**config.mk**
```make
export PLATFORM = sky130hd
export DESIGN_NAME = irq_flag_ctrl
export DESIGN_NICKNAME = d
export VERILOG_FILES = /design/src/rtl/irq_flag_ctrl.sv
export SDC_FILE = /design/constraint.sdc
export NUM_CORES = 1
export LEC_CHECK = 0
export ABC_AREA = 1
export ABC_CLOCK_PERIOD_IN_PS = 800
export BUFFER_PORTS_ARGS = -buffer_cell sky130_fd_sc_hd__clkbuf_2
export CAP_MARGIN = 20
export CORE_MARGIN = 2
export CORE_UTILIZATION = 38
export DETAILED_ROUTE_END_ITERATION = 16
export GPL_ROUTABILITY_DRIVEN = 0
export PLACE_DENSITY = 0.76
export SLEW_MARGIN = 20
export SYNTH_ARGS = -nofsm -noshare
export SYNTH_HDL_FRONTEND = slang
export SYNTH_SLANG_ARGS = --single-unit
```
**constraint.sdc**
```tcl
create_clock -name clk -period 0.8 [get_ports clk]
set_input_delay 0.04 -clock clk [delete_from_list [all_inputs] [get_ports clk]]
set_output_delay 0.04 -clock clk [all_outputs]
set_load 0.01 [all_outputs]
```
**src/rtl/irq_flag_ctrl.sv**
```systemverilog
module irq_flag_ctrl #(
  parameter int unsigned DW = 8
) (
  input  logic          clk,
  input  logic          rst_n,
  input  logic          ext_reset_n,
  input  logic          pwr_good,
  input  logic          evt_periodic,
  input  logic          evt_alarm,
  input  logic          evt_update,
  input  logic          ctl_wr,
  input  logic [DW-1:0] ctl_wdata,
  output logic [DW-1:0] ctl_rdata,
  input  logic          stat_rd,
  output logic [DW-1:0] stat_rdata,
  output logic          sqw_en,
  output logic          irq_oe
);
  localparam int unsigned B_PIE = 6;
  localparam int unsigned B_AIE = 5;
  localparam int unsigned B_UIE = 4;
  localparam int unsigned B_SQW = 3;
  localparam logic [DW-1:0] CLR_MASK = DW'((1 << B_PIE) | (1 << B_AIE) | (1 << B_UIE) | (1 << B_SQW));

  logic [DW-1:0] ctl_q;
  logic [2:0]    flag_q;
  logic [2:0]    en;
  logic [2:0]    evt;
  logic          hold_clr, acc, rd_clr, irqf;

  assign hold_clr = !ext_reset_n && pwr_good;
  assign acc      = ext_reset_n && pwr_good;
  assign rd_clr   = acc && stat_rd;
  assign evt      = {evt_periodic, evt_alarm, evt_update};
  assign en       = {ctl_q[B_PIE], ctl_q[B_AIE], ctl_q[B_UIE]};
  assign irqf     = |(flag_q & en);

  always_ff @(posedge clk) begin
    if (!rst_n) begin
      ctl_q  <= '0;
      flag_q <= '0;
    end else if (hold_clr) begin
      ctl_q  <= ctl_q & ~CLR_MASK;
      flag_q <= '0;
    end else begin
      if (acc && ctl_wr) ctl_q <= ctl_wdata;
      flag_q <= (flag_q & ~{3{rd_clr}}) | evt;
    end
  end

  assign ctl_rdata  = ctl_q;
  assign stat_rdata = DW'({irqf, flag_q, 4'b0000});
  assign sqw_en     = ctl_q[B_SQW];
  assign irq_oe     = irqf;

  AST_EVT_SETS_FLAG: assert property (@(posedge clk) disable iff (!rst_n)
    (!hold_clr && evt_alarm) |=> stat_rdata[5]);
  AST_FLAG_STICKY: assert property (@(posedge clk) disable iff (!rst_n)
    (!hold_clr && !rd_clr && stat_rdata[4]) |=> stat_rdata[4]);
  AST_READ_CLEARS: assert property (@(posedge clk) disable iff (!rst_n)
    (rd_clr && !evt_periodic) |=> !stat_rdata[6]);
  AST_RACE_KEEPS: assert property (@(posedge clk) disable iff (!rst_n)
    (rd_clr && evt_update) |=> stat_rdata[4]);
  AST_NO_EN_NO_IRQ: assert property (@(posedge clk) disable iff (!rst_n)
    (ctl_rdata[6:4] == 3'b000) |-> !irq_oe);
  AST_EXT_RESET_QUIET: assert property (@(posedge clk) disable iff (!rst_n)
    hold_clr |=> (!irq_oe && !sqw_en && ctl_rdata[6:4] == 3'b000 && stat_rdata[7:4] == 4'h0));
  AST_NO_ACCESS: assert property (@(posedge clk) disable iff (!rst_n)
    !acc |=> ($stable(ctl_rdata[7]) && $stable(ctl_rdata[2:0])));
  AST_PWR_LOW_HOLDS: assert property (@(posedge clk) disable iff (!rst_n)
    (!pwr_good && !ctl_rdata[5] && !ctl_rdata[4] && !ctl_rdata[6]) |=> !irq_oe);
endmodule

```
# --- Word level (Yosys, flattened, before mapping) ---
# Index checks and enable logic that the tools add are counted.
word_totals:
  register_bits: 11
  input_bits: 17
  output_inout_bits: 18
  wordCells: 17
classes:
  n_bitwise: 6
  n_reduce_logical: 8
ops:
  columns: ["op", "count"]
  rows:
  - ["3-bit bitwise AND", 2]
  - ["1-bit logical AND", 4]
  - ["3-bit inverter", 1]
  - ["3-bit OR", 1]
  - ["3-bit OR reduction", 1]
  - ["1-bit inverter", 2]
  - ["2-bit AND reduction", 1]
  - ["2-bit OR reduction", 1]
  - ["1-bit zero test", 1]

# --- Longest topological paths before layout ---
depth:
  ltp_word: 5
  mapped_depth: 5
  ltp_nobuf: 4

# --- Least setup slack after synthesis ---
# Ideal clock, no wire load.
synth_timing:
  kind: "reg2out"
  from: "register flag_q[1]"
  to: "output port stat_rdata[7]"
  t_arrival_ns: 0.719
  t_required_ns: 0.760
  path_slack_ns: 0.041
  stages_incl_launch_ff: 4
  path_buffers: 1
  cell_sequence: "dfxtp_1 > nand2_1 > nand3_1 > buf_4"
synth_between:
  elab_chain_cells: 2
synth_rtl:
  columns: ["element", "line", "source"]
  rows:
  - ["start: declaration", "26", "logic [2:0] flag_q;"]
  - ["start signal: assignment", "47", "flag_q <= (flag_q & ~{3{rd_clr}}) | evt;"]
  - ["3-bit bitwise AND", "36", "assign irqf = |(flag_q & en);"]
  - ["3-bit OR reduction", "36", null]
  - ["end: declaration", "15", "output logic [DW-1:0] stat_rdata,"]
# Every way passes these cells.

# --- Worst setup path in the final report ---
layout_timing:
  from: "register flag_q[1]"
  to: "output port irq_oe"
layout_between:
  elab_chain_cells: 2
layout_rtl:
  columns: ["element", "line", "source"]
  rows:
  - ["3-bit bitwise AND", "36", null]
  - ["3-bit OR reduction", "36", null]
  - ["end: declaration", "17", "output logic irq_oe"]
# Every way passes these cells.

==> qor.log <==
INFO  outcome        run_status=complete, but fails checks
INFO  outcome        failing_checks=hold timing, setup timing
INFO  timing         hold_ws=-8.74ps
INFO  yosys          syn_inst=78
INFO  die            dieArea=1660um^2
INFO  clock_network  max-clock-path-buffers=2
INFO  routing        routed_wire_length_per_instance=12.0um
INFO  timing         fin_skew=0ps
INFO  final_layout   layout-drive-gt1-share=49.6%
INFO  pwr            power_switching=0.000379W
INFO  final_layout   layout.filler_cells=113
INFO  global_routing pin_count_of_the_biggest_net_entering_global_routing=17
INFO  die            die_w=40.7um
INFO  yosys          yosysSeqAreaShare=43.0%
INFO  yosys          ys_types=11
INFO  die            dieHeight=40.7um
INFO  flow_run       max_cap_viol_count=0
INFO  global_routing grt.total_usage=19.9%
INFO  routing        detail_route.wirelength=1660um
INFO  yosys          yosysTopAreaCell=dfxtp_1
INFO  timing         final-hold-violation-count=1
INFO  pwr            power_report.internal_total=0.000939W
INFO  setup_path     critPathArrivalTime=900ps
INFO  timing         setup_slack=-144ps
INFO  yosys          post_synth.cell_area_avg=6.56um^2
INFO  timing         layout_min_cycle_time=944ps
INFO  setup_path     rrSetupSlack=-20ps
INFO  routing        detailroute.via_count=620
INFO  setup_path     timing_worst_setup_path_type=flip-flop to output port
INFO  setup_path     r2r-start=flag_q[0]
INFO  clock_network  clock_transition_at_the_register_clock_pins_on_the_worst_setup_and_hold_paths_after_cts=90ps
INFO  routing        initialDrtViolationCount=17
INFO  yosys          ys.warnings.count=0
INFO  setup_path     critPathMaxFanout=2
INFO  min_path       timing.hold.worst_endpoint=ctl_rdata[4]
INFO  timing         rsz_0062_raised_after_global_routing=yes
INFO  min_path       hold_class=input port to flip-flop
INFO  die            core_area=1280um^2
INFO  pwr            power.ir.vdd_worst=1050uV
INFO  setup_path     cp-end-kind=output port
INFO  pwr            power.switching_fraction=28.7%
INFO  clock_network  clock-sinks=11
INFO  routing        postRouteAntennaNets=0
INFO  yosys          flop_and_latch_count_out_of_synthesis=11
INFO  place          place.port_buffers=30
INFO  yosys          leading_cell_types_by_count_after_synthesis=24 x nand2_1, 16 x nor2_1, 12 x inv_1
INFO  die            floorplan.io_pins=35
INFO  final_layout   antenna_cells_inserted=0
INFO  routing        dr.pass1.iters=4
INFO  global_routing grt_overflow_total=0
INFO  clock_network  numCtsBuffers=3
INFO  yosys          synth_enable_flop_cells=0
INFO  timing         totalNegativeSetupSlack=-730ps
INFO  clock_network  clock_latency=270ps
INFO  routing        drc=0
INFO  timing         timing.final.crit_share=118%
INFO  global_routing antenna_violations_before_repair=0
INFO  setup_path     reg2reg_to=flag_q[0]
INFO  final_layout   nets=141
INFO  clock_network  cts_tree=built
INFO  yosys          synth_async_sr_flop_share=0%
INFO  pwr            clock_power_share=30.9%
INFO  yosys          synth.area.top_cells=dfxtp_1 43%, nand2_1 18%, nor2_1 12%
INFO  yosys          netlist.area_leader.share=43.0%
INFO  timing         max_freq=1060MHz
INFO  min_path       min_path_cells=3
INFO  global_routing grt_pass1_vias=497
INFO  clock_network  clock_tree.htree_level_count=1
INFO  final_layout   synthToLayoutAreaGrowth=78.0%
INFO  pwr            sequentialPowerShare=45.7%
INFO  timing         maxSlewViolCount=0
INFO  min_path       worst_hold_startpoint=ctl_wdata[4]
INFO  yosys          combined_area_of_all_synthesized_cells=512um^2
INFO  clock_network  clock_tree.root_cell=clkbuf_4
INFO  die            starting_utilization_of_the_core_area=39.8%
INFO  setup_path     crit_required=760ps
INFO  setup_path     critPathLaunchType=flip-flop
INFO  die            fp-row-count=13
INFO  yosys          synth_top_flop_cell=dfxtp_1
INFO  yosys          yosys.cell_count.top_type=nand2_1
INFO  pwr            p_comb_share=23.4%
INFO  place          hpwlAfterDp=826um
INFO  pwr            total_power=0.00132W
INFO  timing         final_setup_violation_count=10
INFO  pwr            cellPowerDensity=1450nW/um^2
INFO  pwr            p_leak=0.518nW
INFO  routing        post_drt_via_cell_ratio=4.49
INFO  setup_path     worst-r2r-cell-count=4
INFO  global_routing grt_pass1_wl=2040um
## routing by layer
metal  global-route usage [%]  routed length [um]  vias up
met1                     22.6                 632      273
li1                         -                   -      310
met5                        0                   0        -
met4                     7.50                  34        0
met2                     33.7                 880       33
met3                     7.07                 112        4
## power by group through the flow
stage / clock, W / combinational [W] / sequential [W]
after floorplan: 0 / 0.0000967 / 0.000619
after global placement: 0 / 0.000179 / 0.000606
after detailed placement: 0 / 0.000182 / 0.000607
after CTS: 0.000392 / 0.000241 / 0.000595
after global routing: 0.000425 / 0.000340 / 0.000605
final: 0.000407 / 0.000308 / 0.000602
## cell type report
| class | instances | area, um^2 | area share (%) |
|---|---|---|---|
| Clock buffer | 4 | 26.3 | 2.88 |
| Sequential cell | 11 | 231 | 25.4 |
| Multi-Input combinational cell | 51 | 235 | 25.8 |
| Timing Repair Buffer | 45 | 354 | 38.9 |
| Tap cell | 15 | 18.8 | 2.06 |
| Inverter | 12 | 45.0 | 4.95 |
## cells in the final DEF (no fill, tap or decap), types with 2 or more instances in the layout
| master | instances |
|---|---|
| nand3_2 | 2 |
| buf_6 | 15 |
| dlygate4sd3_1 | 6 |
| dfxtp_2 | 9 |
| conb_1 | 4 |
| inv_1 | 10 |
| clkbuf_4 | 3 |
| buf_4 | 2 |
| a21oi_2 | 2 |
| buf_2 | 2 |
| nor2_1 | 16 |
| dfxtp_1 | 2 |
| nand2_2 | 3 |
| inv_2 | 2 |
| nand2_1 | 20 |
| clkbuf_2 | 20 |
## critical path: stages, from the launching register on
cell and delay [ps]:
dfxtp_2 340, nand2_1 80, nand3_2 70, buf_2 140
## worst max-delay path by stage
| stage | startpoint | to | slack [ps] |
|---|---|---|---|
| 2_1_floorplan | flag_q[1] | stat_rdata[7] | 40 |
| 3_5_place_dp | pwr_good | ctl_rdata[4] | 40 |
| 6_report | flag_q[1] | irq_oe | -140 |
| 4_1_cts | flag_q[2] | irq_oe | -100 |
| 5_1_grt | flag_q[1] | irq_oe | -180 |
| 3_3_place_gp | pwr_good | ctl_rdata[4] | 60 |
## timing repair
action                                  CTS  global route
setup buffers                             7             1
resized for setup                        10            35
hold endpoints to repair                  6             0
endpoints found under the setup margin    7            16
hold buffers                              6             0
pin swaps                                 1             2
## registers in the layout, indices dropped and copies added, names as in the netlist
register	cells
ctl_rdata	8
flag_q	3
## kinds of logic (layout without fill, tap and decap cells)
group | count (synthesis) | after routing | share of synthesized area (%)
other | 1 | 4 | 0.733
AND/OR/NAND/NOR | 43 | 43 | 33.3
AO/OA/AOI/OAI | 4 | 4 | 4.40
buffers and inverters | 19 | 61 | 18.6
flip-flops | 11 | 11 | 43.0
## through the flow
step,worst slack (ps),hold slack [ps],std cells,utilization (%),cell area [um^2]
finish,-144,-8.74,138,70.9,911
detailed placement,38.3,266,120,50.5,649
CTS,-103,4.48,137,63.1,811
global placement,61.0,262,120,50.5,649
global route,-179,4.77,138,70.9,911
floorplan,40.6,160,81,-,523
Power figures use the tool's default switching activity.
